$ cat src/rtl/harvest_pkg.sv
package harvest_pkg;
  localparam int CTL_BITS = 16;

  // strobes from the control path to the output store
  typedef struct packed {
    logic clearAll;
    logic capture;
    logic newBit;
  } harvStrobe_t;
endpackage

$ cat src/rtl/harvest_ctrl.sv
module harvest_ctrl
  import harvest_pkg::*;
#(
  parameter int CNT_W     = 32,
  parameter int IDX_W     = 8,
  parameter int STEP_BITS = 64
) (
  input  logic                clk,
  input  logic                rstN,
  input  logic                ctlWr,
  input  logic                scWr,
  input  logic                rcWr,
  input  logic [31:0]         wdata,
  input  logic                entropyBit,
  output logic [CTL_BITS-1:0] ctlBits,
  output logic [CNT_W-1:0]    sampleCnt,
  output harvStrobe_t         strobe,
  output logic [IDX_W-1:0]    bitIdx
);
  logic [CTL_BITS-1:0] ctlQ;
  logic [CNT_W-1:0]    scQ, perCnt, effPer;
  logic [IDX_W-1:0]    bitCnt, lastIdx;
  logic [CTL_BITS-1:0] mask, merged;
  logic running, tick, finishNow, startReq, abortReq, newEn;

  assign running   = ctlQ[0];
  assign effPer    = (scQ == '0) ? CNT_W'(1) : scQ;
  assign tick      = running && (perCnt == effPer - CNT_W'(1));
  assign finishNow = tick && (bitCnt == lastIdx);

  assign mask      = wdata[31:16];
  assign merged    = (ctlQ & ~mask) | (wdata[15:0] & mask);
  assign newEn     = merged[1];
  assign startReq  = ctlWr && !running && merged[0] && newEn;
  assign abortReq  = rcWr && wdata[0];

  // control word, start bit set by software and cleared by hardware
  always_ff @(posedge clk or negedge rstN) begin
    if (!rstN) begin
      ctlQ <= '0;
    end else if (abortReq) begin
      ctlQ[0] <= 1'b0;
    end else if (ctlWr) begin
      if (running) ctlQ <= {merged[CTL_BITS-1:1], newEn & ~finishNow};
      else         ctlQ <= {merged[CTL_BITS-1:1], merged[0] & newEn};
    end else if (finishNow) begin
      ctlQ[0] <= 1'b0;
    end
  end

  // sample period register, frozen while collecting
  always_ff @(posedge clk or negedge rstN) begin
    if (!rstN)                 scQ <= '0;
    else if (scWr && !running) scQ <= wdata[CNT_W-1:0];
  end

  // period and bit counters
  always_ff @(posedge clk or negedge rstN) begin
    if (!rstN) begin
      perCnt  <= '0;
      bitCnt  <= '0;
      lastIdx <= '0;
    end else if (abortReq || startReq) begin
      perCnt <= '0;
      bitCnt <= '0;
      if (startReq)
        lastIdx <= IDX_W'((int'(merged[5:4]) + 1) * STEP_BITS - 1);
    end else if (running) begin
      if (tick) begin
        perCnt <= '0;
        bitCnt <= bitCnt + IDX_W'(1);
      end else begin
        perCnt <= perCnt + CNT_W'(1);
      end
    end
  end

  assign strobe.clearAll = abortReq;
  assign strobe.capture  = tick;
  assign strobe.newBit   = entropyBit;
  assign bitIdx          = bitCnt;
  assign ctlBits         = ctlQ;
  assign sampleCnt       = scQ;
endmodule

$ cat src/rtl/harvest_store.sv
module harvest_store
  import harvest_pkg::*;
#(
  parameter int NUM_WORDS = 8,
  parameter int IDX_W     = 8
) (
  input  logic                      clk,
  input  logic                      rstN,
  input  harvStrobe_t               strobe,
  input  logic [IDX_W-1:0]          bitIdx,
  output logic [NUM_WORDS*32-1:0]   wordsFlat
);
  localparam int SEL_W = IDX_W - 5;

  logic [SEL_W-1:0] wordSel;
  logic [4:0]       bitSel;

  assign wordSel = bitIdx[IDX_W-1:5];
  assign bitSel  = bitIdx[4:0];

  for (genvar w = 0; w < NUM_WORDS; w++) begin : g_word
    logic [31:0] wordQ;
    always_ff @(posedge clk or negedge rstN) begin
      if (!rstN)
        wordQ <= '0;
      else if (strobe.clearAll)
        wordQ <= '0;
      else if (strobe.capture && (wordSel == SEL_W'(w)))
        wordQ[bitSel] <= strobe.newBit;
    end
    assign wordsFlat[w*32 +: 32] = wordQ;
  end
endmodule

$ cat src/rtl/harvest_top.sv
module harvest_top
  import harvest_pkg::*;
#(
  parameter int          ADDR_W    = 12,
  parameter int          CNT_W     = 32,
  parameter int          NUM_WORDS = 8,
  parameter logic [11:0] RC_OFF    = 12'h004,
  parameter logic [11:0] CTL_OFF   = 12'h400,
  parameter logic [11:0] SC_OFF    = 12'h404,
  parameter logic [11:0] OUT_BASE  = 12'h410
) (
  input  logic              clk,
  input  logic              rstN,
  input  logic              wrEn,
  input  logic              rdEn,
  input  logic [ADDR_W-1:0] addr,
  input  logic [31:0]       wdata,
  output logic [31:0]       rdata,
  input  logic              entropyBit,
  output logic              srcEnable,
  output logic [1:0]        oscSpeed
);
  localparam int TOTAL_BITS = NUM_WORDS * 32;
  localparam int IDX_W      = $clog2(TOTAL_BITS);
  localparam int STEP_BITS  = TOTAL_BITS / 4;

  logic [CTL_BITS-1:0]      ctlBits;
  logic [CNT_W-1:0]         sampleCnt;
  harvStrobe_t              strobe;
  logic [IDX_W-1:0]         bitIdx;
  logic [TOTAL_BITS-1:0]    wordsFlat;
  logic                     ctlWr, scWr, rcWr;
  logic [31:0]              rdNext;

  assign ctlWr = wrEn && (addr == ADDR_W'(CTL_OFF));
  assign scWr  = wrEn && (addr == ADDR_W'(SC_OFF));
  assign rcWr  = wrEn && (addr == ADDR_W'(RC_OFF));

  harvest_ctrl #(.CNT_W(CNT_W), .IDX_W(IDX_W), .STEP_BITS(STEP_BITS)) ctrlI (
    .clk(clk), .rstN(rstN), .ctlWr(ctlWr), .scWr(scWr), .rcWr(rcWr),
    .wdata(wdata), .entropyBit(entropyBit), .ctlBits(ctlBits),
    .sampleCnt(sampleCnt), .strobe(strobe), .bitIdx(bitIdx)
  );

  harvest_store #(.NUM_WORDS(NUM_WORDS), .IDX_W(IDX_W)) storeI (
    .clk(clk), .rstN(rstN), .strobe(strobe), .bitIdx(bitIdx),
    .wordsFlat(wordsFlat)
  );

  always_comb begin
    rdNext = '0;
    if (addr == ADDR_W'(CTL_OFF)) rdNext = 32'(ctlBits);
    if (addr == ADDR_W'(SC_OFF))  rdNext = 32'(sampleCnt);
    for (int w = 0; w < NUM_WORDS; w++) begin
      if (addr == ADDR_W'(int'(OUT_BASE) + 4 * w))
        rdNext = wordsFlat[w*32 +: 32];
    end
  end

  always_ff @(posedge clk or negedge rstN) begin
    if (!rstN)     rdata <= '0;
    else if (rdEn) rdata <= rdNext;
  end

  assign srcEnable = ctlBits[1];
  assign oscSpeed  = ctlBits[3:2];
endmodule

$ cat config.mk
export PLATFORM = sky130hd
export DESIGN_NAME = harvest_top
export DESIGN_NICKNAME = d
export VERILOG_FILES = /design/src/rtl/harvest_pkg.sv /design/src/rtl/harvest_ctrl.sv /design/src/rtl/harvest_store.sv /design/src/rtl/harvest_top.sv
export SDC_FILE = /design/constraint.sdc
export NUM_CORES = 1
export LEC_CHECK = 0
export BUFFER_PORTS_ARGS = -buffer_cell sky130_fd_sc_hd__buf_2
export CAP_MARGIN = 20
export CORE_ASPECT_RATIO = 1.4
export CORE_UTILIZATION = 63
export CTS_CLUSTER_DIAMETER = 60
export DETAILED_ROUTE_END_ITERATION = 12
export PLACE_DENSITY_LB_ADDON = 0.15
export SYNTH_ARGS = -nofsm -noshare
export SYNTH_HDL_FRONTEND = slang
export SYNTH_HIERARCHICAL = 1
export SYNTH_SLANG_ARGS = --single-unit
$ cat constraint.sdc
create_clock -name clk -period 6.5 [get_ports clk]
set_input_delay 0.325 -clock clk [delete_from_list [all_inputs] [get_ports clk]]
set_output_delay 0.325 -clock clk [all_outputs]
set_load 0.005 [all_outputs]
After elaboration in Yosys (flattened, before gate mapping)
Index checks and enable logic that the tools add are counted.
{ "op_classes": {"eq_ne": 20, "magnitude_cmp": 2, "addsub": 5, "reduce_logical": 37, "bitwise_logic": 8, "n_mux": 47} }
{ "op_table": {"columns": ["op", "n"], "rows": [
  ["2-to-1 mux 32 bit", 29],
  ["bitwise mux 32 bit", 8],
  ["equality test 12 x 11 -> 1 bit, second input constant", 10],
  ["adder 32 x 1 -> 32 bit, second input constant", 1],
  ["bitwise AND 16 bit", 2],
  ["equality test 32 bit", 1],
  ["zero test 32 bit", 1],
  ["subtractor 32 x 1 -> 32 bit, second input constant", 1],
  ["2-to-1 mux 8 bit", 3],
  ["nonzero test 2 bit", 10],
  ["logical AND 1 bit", 19],
  ["2-to-1 mux 16 bit", 1],
  ["NOT 16 bit", 1],
  ["OR 16 bit", 1],
  ["equality test 12 x 3 -> 1 bit, second input constant", 1],
  ["equality test 3 bit, second input constant", 4],
  ["adder 8 x 1 -> 8 bit, second input constant", 1],
  ["equality test 8 bit", 1],
  ["subtractor 8 x 2 -> 8 bit, second input constant", 1],
  ["equality test 3 x 2 -> 1 bit, second input constant", 2],
  ["less-than comparator 5 x 6 -> 1 bit, second input constant", 1],
  ["AND reduction 2 bit", 3],
  ["demux 1 bit (select 5 bit)", 1],
  [">= comparator 5 x 1 -> 1 bit, second input constant", 1],
  ["other kinds (9)", 15]
]} }
{ "totals": {"out_inout_bits": 35, "ff_bits": 384, "inputBits": 49, "elab_cells": 134} }

Longest topological paths before layout
Gate-level depths: netlist (run 1).
{ "logic_depth": {"word_depth": 11, "depth_mapped": 23, "ltp_nobuf": 15} }

By module
The synthesis (run 1) kept the hierarchy.
{ "by_module_without_submodules": {"columns": ["module", "area_each_um2", "cells_each", "instances", "seq_area_each_um2"], "rows": [
  ["harvest_store", 12973.7, 1205, 1, 6406.1],
  ["harvest_ctrl", 5826.8, 606, 1, 2277.2],
  ["harvest_top", 4204.0, 542, 1, 800.8]
]} }

Least setup slack after synthesis (run 1)
OpenSTA, ideal clock, no wires.
{ "synth_path": {"path_kind": "reg-to-reg", "startpoint": "register ctrlI.scQ[20] (netlist: ctrlI/sampleCnt[20])", "endpoint": "register storeI.g_word[1].wordQ[0]", "t_arrival_ns": 4.639, "path_stages_with_launch": 23, "required_time_ns": 6.363, "period_less_slack_ns": 4.775, "n_path_buf": 7, "path_slack_ns": 1.725, "setup_ns": 0.137, "path_cell_list": "dfrtp_1 > clkbuf_1 > nor4_2 > nand4_1 > nor3_1 > nor2_1 > ha_1 > clkbuf_1 > nor2b_1 > and4_1 > clkbuf_1 > a211oi_1 > o22ai_1 > nor4_2 > nand4b_1 > nor3_2 > buf_2 > buf_4 > buf_2 > nor4b_4 > buf_6 > nand3_1 > mux2i_1"} }
{ "synth_between": {"elab_chain_len": 7} }
{ "synth_rtl": {"columns": ["element", "line_no", "source"], "rows": [
  ["start, declared", "harvest_ctrl.sv:21", "logic [CNT_W-1:0] scQ, perCnt, effPer;"],
  ["start signal, assigned", "harvest_ctrl.sv:54", "else if (scWr && !running) scQ <= wdata[CNT_W-1:0];"],
  ["zero test 32 bit", "harvest_ctrl.sv:27", "assign effPer = (scQ == '0) ? CNT_W'(1) : scQ;"],
  ["2-to-1 mux 32 bit *", "harvest_ctrl.sv:27", null],
  ["subtractor 32 x 1 -> 32 bit *", "harvest_ctrl.sv:28", "assign tick = running && (perCnt == effPer - CNT_W'(1));"],
  ["equality test 32 bit *", "harvest_ctrl.sv:28", null],
  ["logical AND 1 bit *", "harvest_ctrl.sv:28", null],
  ["net ctrlI.tick", "harvest_ctrl.sv:24", "logic running, tick, finishNow, startReq, abortReq, newEn;"],
  ["logical AND 1 bit *", "harvest_store.sv:28", "else if (strobe.capture && (wordSel == SEL_W'(w)))"],
  ["nonzero test 2 bit (no line) *", null, null],
  ["end signal, assigned by index", "harvest_store.sv:29", "wordQ[bitSel] <= strobe.newBit;"],
  ["end, declared", "harvest_store.sv:22", "logic [31:0] wordQ;"]
]} }
Mark *: on every way through the listed nets, which the timed path passes. The rest lies on a longest branch.
A chain may end at the register's enable or synchronous reset.

==> results by group, run 1 <==
STA
  – Worst-Margin Slew: 1.20 ns
  – Final worst-path cycle share: 0.902
  – Slew HR: 0.194
  – Crit path setup slack, layout: 0.640 ns
  – Tmin final: between 5 and 6 ns
  – Final setup viols: 0
  – Clock Skew: 0.0204 ns
  – Achievable Freq: 171 MHz
  – Slew Limit Fails: 0
  – RSZ-0062 raised after global routing: no
  – Setup_tns: 0 ns
  – Hold Slack: around 0.030 ns
  – Final Hold Viols: 0

Floorplan
  – Die area: 37300 µm²
  – Vert. Die Dim: between 200 and 250 µm
  – Starting Density: 0.641
  – Ports: 84
  – Core box area: 35900 µm²
  – Die width: 164 µm
  – Cell row count: a little over 80

Pwr
  – Leak pwr: 11.9 nW
  – Cell Pwr Density: 209 nW/µm²
  – Switch share: 0.250
  – Part of the power in combinational logic: 0.078
  – P_sw: around 1.3 mW
  – Power Internal: 3.87 mW
  – Overall Power: between 5 and 6 mW
  – Part of the power in registers: 0.489
  – Peak VDD IR: 0.220 mV
  – Clock share of power: 0.433

Synthesis
  – Synth Register Bits: 379
  – Post-synthesis instance area: 23000 µm²
  – Sequential fraction of the synthesis area: 0.412
  – Cell variety after synth: 85
  – EDFF count, synth: 0
  – Syn Inst Count: 2353
  – Ys Warns: 6
  – Mean Syn Cell Area: 9.78 µm²
  – Largest family of logic cells by synthesized area: simple AND/OR/NAND/NOR gates
  – Synth Area in Simple Gates: 0.243
  – Mux contribution to synthesized area: 0.167
  – Post-synthesis compound-gate area fraction: 0.0954
  – Ys flop type: dfrtp_1
  – Synthesized-area fraction occupied by adder cells: 0.00163
  – Async S/R FF share, synth: 1.00
  – Syn_nets: 2405
  – Synth Area in XOR/XNOR: 0.0270

Worst setup path
  – CP max FO: 24
  – Kind of cell adding the most delay to the critical path: simple AND/OR/NAND/NOR gates
  – Arrival @ worst endpoint: between 6 and 7 ns
  – Worst setup SP type: register
  – R2R setup slack: 0.64 ns
  – CP max-delay cell: nor3_4
  – Bufs and invs on worst path: 1
  – CP endpoint kind: register
  – CP max stage delay: 0.56 ns
  – Setup CP Type: reg -> reg
  – CP cell instances: nor3_2 -> nand2_1 -> nor3_1 -> nor2_1 -> ha_1 -> nor2b_1 -> and4_1 -> a31o_2 -> a311oi_1 -> o21ai_0 -> nor3_4 -> buf_4 -> and4bb_2 -> nand3_1 -> mux2i_1
  – Required @ worst endpoint: 6.88 ns

Place
  – Area post-placement: 23400 µm²
  – Place WS: 0.818 ns
  – Dpl cells: 2713
  – Gp weighted congestion: 1.04
  – PortBufs: 83
  – Post-DP HPWL: 49200 µm

Flow run
  – Max Cap Viol: 0

Clock network
  – Post-CTS sizing: 0
  – CTS max path bufs: 3
  – Total CTS buffers: 40
  – Clock-pin slew on the worst setup and hold paths: 0.06 ns
  – Clock Latency Late Sink: 0.55 ns
  – Hold-fix buffers, CTS: 1
  – Setup Buffers After CTS: 0
  – Clock tree sinks: ~380
  – CTS tree: yes
  – CTS root buffer: clkbuf_16
  – H-tree depth: 2

Layout
  – Layout Cells excl Fill: 2785
  – Post-route cell area: ~25000 µm²
  – N_diodes: 0
  – Area of the multi-input gates: 12300 µm²
  – Fraction of layout cells with a size suffix above 1: 0.140
  – Final nets: 2351
  – Layout area overhead: 7.26%
  – FILL cells: 2780
  – Final Core Density: 0.687
  – FF/Latch Area: 9480 µm²

GRT
  – First-pass GRT wire length: 115000 µm
  – Vias in the first global route: 19188
  – Initial antenna violation count: 0
  – GR Util All Layers: 0.405
  – Largest net degree at the start of global routing: 175
  – Grt total ovfl: 0

Run status
  – Run status: completed

Routing
  – Via density: ~7
  – Pre-antenna DRT Iters: 8
  – DRT antenna net count: 0
  – DR DRC count: 0
  – Starting DRT DRC Count: 2208
  – Via count: between 15000 and 20000
  – Post-DR wirelength/cell: ~27 µm
  – Post-Route WL: 75100 µm

Worst hold path
  – Worst hold path type: in -> reg
-- worst paths after layout --
check                                                    endpoint  cells past startpoint                           start
setup reg to reg           storeI/g_word[1].wordQ[12]$_DFFE_PN0P_                     15  ctrlI/sampleCnt[0]$_DFFE_PN0P_
setup / recovery           storeI/g_word[1].wordQ[12]$_DFFE_PN0P_                     15  ctrlI/sampleCnt[0]$_DFFE_PN0P_
min in group asynchronous             ctrlI/perCnt[7]$_DFFE_PN0P_                      2                            rstN
hold / removal                                           register                      2                        wdata[2]
max in group asynchronous                   rdata[23]$_DFFE_PN0P_                      3                            rstN
hold reg to reg                      ctrlI/lastIdx[5]$_DFFE_PN0P_                      1    ctrlI/lastIdx[5]$_DFFE_PN0P_
-- cell families after synthesis --
| group | Yosys count |
|---|---|
| AO/OA/AOI/OAI | 307 |
| XOR/XNOR | 71 |
| adder cells (fa/ha/maj) | 3 |
| buffers and inverters | 255 |
| flip-flops | 379 |
| multiplexers | 358 |
| AND/OR/NAND/NOR | 980 |
-- routing by layer --
layer	vias up	global-route usage	routed length, µm
met2	1086	0.663	36500
li1	8320	-	-
met4	0	0.225	4600
met3	242	0.0553	5990
met5	-	0	0
met1	9675	0.516	28100
-- registers in the layout, indices dropped and copies added (netlist names), named ones only --
| name | count |
|---|---|
| storeI/g_word.wordQ | 256 |
| ctrlI/perCnt | 32 |
| ctrlI/sampleCnt | 32 |
| ctrlI/bitIdx | 8 |
| ctrlI/ctlBits | 4 |
| rdata | 32 |
| ctrlI/lastIdx | 3 |
-- area by class of cell --
| class | instances | share of cell area |
|---|---|---|
| multi-input combinational | 1719 | 0.500 |
| tap | 462 | 0.0234 |
| sequential | 379 | 0.384 |
| clock inverter | 7 | 0.00294 |
| clock buffer | 59 | 0.0468 |
| timing repair buffer | 147 | 0.0404 |
| inverter | 12 | 0.00183 |
-- cell usage in the layout (no fill, tap or decap), types with 14 or more instances in the layout --
master     count
a221oi_1      19
nand4_1       18
xor2_1        30
nand2_1       70
nor2b_1       16
nand2b_1     267
mux4_2        16
xnor2_1       41
clkbuf_16     41
nand3_1      289
nor3_1        56
mux2i_1      294
buf_2         81
mux2_2        47
a21oi_1       56
nor2_1       129
o22ai_1       19
and3_1        14
a311oi_1      18
buf_4         57
o21ai_0       61
o2111ai_1     15
o211ai_1      17
dfrtp_1      379
-- Yosys cell counts (7+ instances only) --
library cell	instances	area, µm²
dfrtp_1	379	9480
mux2i_1	294	2940
nand3_1	289	1450
nand2b_1	268	1680
nor2_1	130	488
clkbuf_1	119	447
buf_2	82	410
nand2_1	70	263
o21ai_0	61	305
a21oi_1	56	280
nor3_1	56	280
mux2_2	47	529
xnor2_1	41	359
buf_4	31	233
xor2_1	30	263
a221oi_1	19	166
a311oi_1	19	166
o22ai_1	19	119
nand4_1	18	113
nor2b_1	18	113
o211ai_1	17	128
mux4_2	16	360
o2111ai_1	15	131
and3_1	14	87.6
a22o_1	13	114
a2bb2oi_1	13	114
o31a_1	13	114
o32ai_1	13	114
nor4_1	12	75.1
inv_1	11	41.3
and2_1	10	62.6
o21a_1	9	67.6
or2_2	9	56.3
and4_1	8	70.1
buf_6	8	90.1
nor4_2	8	100
and4b_1	7	70.1
-- power groups by stage --
stage          combinational (mW)  clock (mW)  sequential, mW
2_1_floorplan               0.232           0            2.54
3_3_place_gp                0.383           0            2.56
3_5_place_dp                0.394           0            2.56
4_1_cts                     0.398        2.25            2.52
5_1_grt                     0.437        2.33            2.53
6_report                    0.401        2.23            2.52
(Power assumes the default switching activity.)
==> run 2, diff against run 1 <==
- ABC_AREA: unset -> 0
- RECOVER_POWER: unset -> 25
==> run 2 against run 1 <==
  * The run now ends with max-capacitance violations, max-slew violations left
  * First-iteration DRC count decreased by 2.1%
  * Clock power barely moved
  * Count of clock-buffer cells in the layout unchanged
  * Wire length increased by 0.13%
  * Sequential share of layout area hardly changed
  * Fmax barely moved
  * Non-clock buffer count stayed put
  * Via count increased by 0.45%
  * Register-to-register slack about the same
  * Cell count unchanged
==> results by group, run 2 (synthesis gave the netlist of run 1 again) <==
Worst setup path
  – CP cell instances: nor3_2 -> nand2_1 -> nor3_1 -> nor2_1 -> ha_1 -> nor2b_1 -> and4_1 -> a211oi_1 -> o22ai_1 -> nor4_2 -> nand4b_1 -> nor3_4 -> and4bb_2 -> nand3_1 -> mux2i_1
  – Bufs and invs on worst path: 0 (-1)
  – Kind of cell adding the most delay to the critical path: simple AND/OR/NAND/NOR gates
  – Required @ worst endpoint: 6.87 ns (about the same)
  – CP endpoint kind: register
  – CP max stage delay: 0.72 ns (+0.16 ns)
  – Arrival @ worst endpoint: 6.24 ns (about the same)
  – CP max FO: 20 (-17%)
  – Worst setup SP type: register
  – CP max-delay cell: and4bb_2
  – Setup CP Type: reg -> reg

Layout
  – Final nets: 2351 (unchanged)
  – Layout area overhead: 7.14%
  – Final Core Density: 0.686 (-0.000767)
  – Max reg flops: 256 (unchanged)
  – Commonest non-fill, non-tap cell in the layout: dfrtp_1
  – Post-route cell area: 24600 µm² (-0.11%)
  – FF/Latch Area: 9480 µm² (unchanged)
  – Commonest non-fill, non-tap cells in the layout: dfrtp_1, mux2i_1, nand3_1
  – Biggest register: storeI/g_word.wordQ
  – Fraction of layout cells with a size suffix above 1: 0.133 (-0.00732)
  – FILL cells: 2793 (+0.47%)
  – Area of the multi-input gates: 12300 µm² (unchanged)
  – N_diodes: 0 (unchanged)

GRT
  – Grt total ovfl: 0 (unchanged)
  – Met2 GRT Util: 0.663 (unchanged)
  – Top Usage Layer GRT: met2
  – GR Util met1: 0.516 (unchanged)
  – Met3 Usage GRT: 0.0553 (unchanged)
  – Largest net degree at the start of global routing: 175 (unchanged)
  – GR Util All Layers: 0.405 (unchanged)
  – Vias in the first global route: 19188 (unchanged)
  – Initial antenna violation count: 0 (unchanged)
  – First-pass GRT wire length: 115000 µm (unchanged)

Routing
  – Via density: 6.97 (+0.45%)
  – Post-Route WL: 75200 µm (+0.13%)
  – Via count: 19409 (+0.45%)
  – DRT antenna net count: 0 (unchanged)
  – Pre-antenna DRT Iters: 6 (-2)
  – Starting DRT DRC Count: 2161 (-2.1%)
  – DR DRC count: 0 (unchanged)
  – Post-DR wirelength/cell: 27.0 µm (+0.13%)

Clock network
  – Clock tree sinks: 379 (unchanged)
  – H-tree depth: 2 (unchanged)
  – CTS max path bufs: 3 (unchanged)
  – CTS root buffer: clkbuf_16
  – CTS tree: yes
  – Total CTS buffers: 40 (unchanged)
  – Post-CTS sizing: 0 (unchanged)
  – Clock-pin slew on the worst setup and hold paths: 0.06 ns (about the same)
  – Clock Latency Late Sink: 0.55 ns (about the same)

Flow run
  – Max Cap Viol: 2 (+2)

Pwr
  – Leak pwr: 11.8 nW (-0.51%)
  – Cell Pwr Density: 209 nW/µm² (+0.18%)
  – Peak VDD IR: 0.222 mV (+0.84%)

Run status
  – Run status: finished with violations
  – Failing checks: max-capacitance violations, max-slew violations

Place
  – PortBufs: 83 (unchanged)
  – Area post-placement: 23400 µm² (unchanged)
  – Post-DP HPWL: 49200 µm (unchanged)
  – Gp weighted congestion: 1.04 (unchanged)

STA
  – Setup_tns: 0 ns (unchanged)
  – Clock Skew: 0.0222 ns (+0.00174 ns)
  – Worst-Margin Slew: 4.99 ns (+3.79 ns)
  – Final setup viols: 0 (unchanged)
  – Slew HR: -2.33 (-2.52)
  – Slew Limit Fails: 137 (+137)
  – Tmin final: 5.86 ns (+0.00460 ns)
  – Achievable Freq: 171 MHz (about the same)
  – RSZ-0062 raised after global routing: no
  – Final worst-path cycle share: 0.902 (about the same)
  – Final Hold Viols: 0 (unchanged)

Floorplan
  – Vert. Die Dim: 228 µm (unchanged)
  – Ports: 84 (unchanged)
  – Die width: 164 µm (unchanged)
  – Core box area: 35900 µm² (unchanged)
  – Die area: 37300 µm² (unchanged)
  – Cell row count: 82 (unchanged)
  – Starting Density: 0.641 (unchanged)

Worst hold path
  – Worst hold path type: in -> reg
[run 2: metal layers]
metal / wire length, µm / up-vias
met4: 4680 / 0
met2: 36500 / 1102
met1: 28200 / 9731
met3: 5850 / 256
li1: - / 8320
met5: 0 / -
[run 2: area by class of cell]
type                            count  share of cell area
Inverter                           12             0.00183
Tap cell                          462              0.0235
Clock buffer                       59              0.0468
Multi-Input combinational cell   1719               0.501
Clock inverter                      7             0.00294
Sequential cell                   379               0.385
Timing Repair Buffer              147              0.0393
[run 2: final timing paths]
kind	startpoint	end	slack [ns]	depth (start not counted)
worst max-delay path	ctrlI/sampleCnt[0]$_DFFE_PN0P_	storeI/g_word[5].wordQ[8]$_DFFE_PN0P_	0.64	15
worst min-delay path	wdata[2]	register	0.03	2
worst max register to register	ctrlI/sampleCnt[0]$_DFFE_PN0P_	storeI/g_word[5].wordQ[8]$_DFFE_PN0P_	0.64	15
worst min register to register	ctrlI/lastIdx[5]$_DFFE_PN0P_	ctrlI/lastIdx[5]$_DFFE_PN0P_	0.50	1
max in group asynchronous	rstN	storeI/g_word[7].wordQ[6]$_DFFE_PN0P_	1.31	2
min in group asynchronous	rstN	ctrlI/perCnt[7]$_DFFE_PN0P_	2.31	2
[run 2: metrics by stage]
step	power (mW)	setup WS, ns	cells	hold slack [ns]
finish	5.16	0.635	2785	0.0295
global route	5.29	0.301	2785	0.0354
CTS	5.17	0.806	2780	0.0205
detailed placement	2.96	0.818	2713	0.408
global placement	2.94	0.876	2712	0.401
floorplan	2.77	1.72	2353	0.0294
[run 2: timing repair]
item / in CTS / in global routing
hold buffers: 1 / 0
endpoints found under the hold margin: 100 / 0
setup buffers: 0 / 0
[run 2: report_power, final]
group,internal (mW),switching [mW]
logic,0.142,0.258
clock network,1.27,0.970
registers,2.46,0.0675
total,3.87,1.30
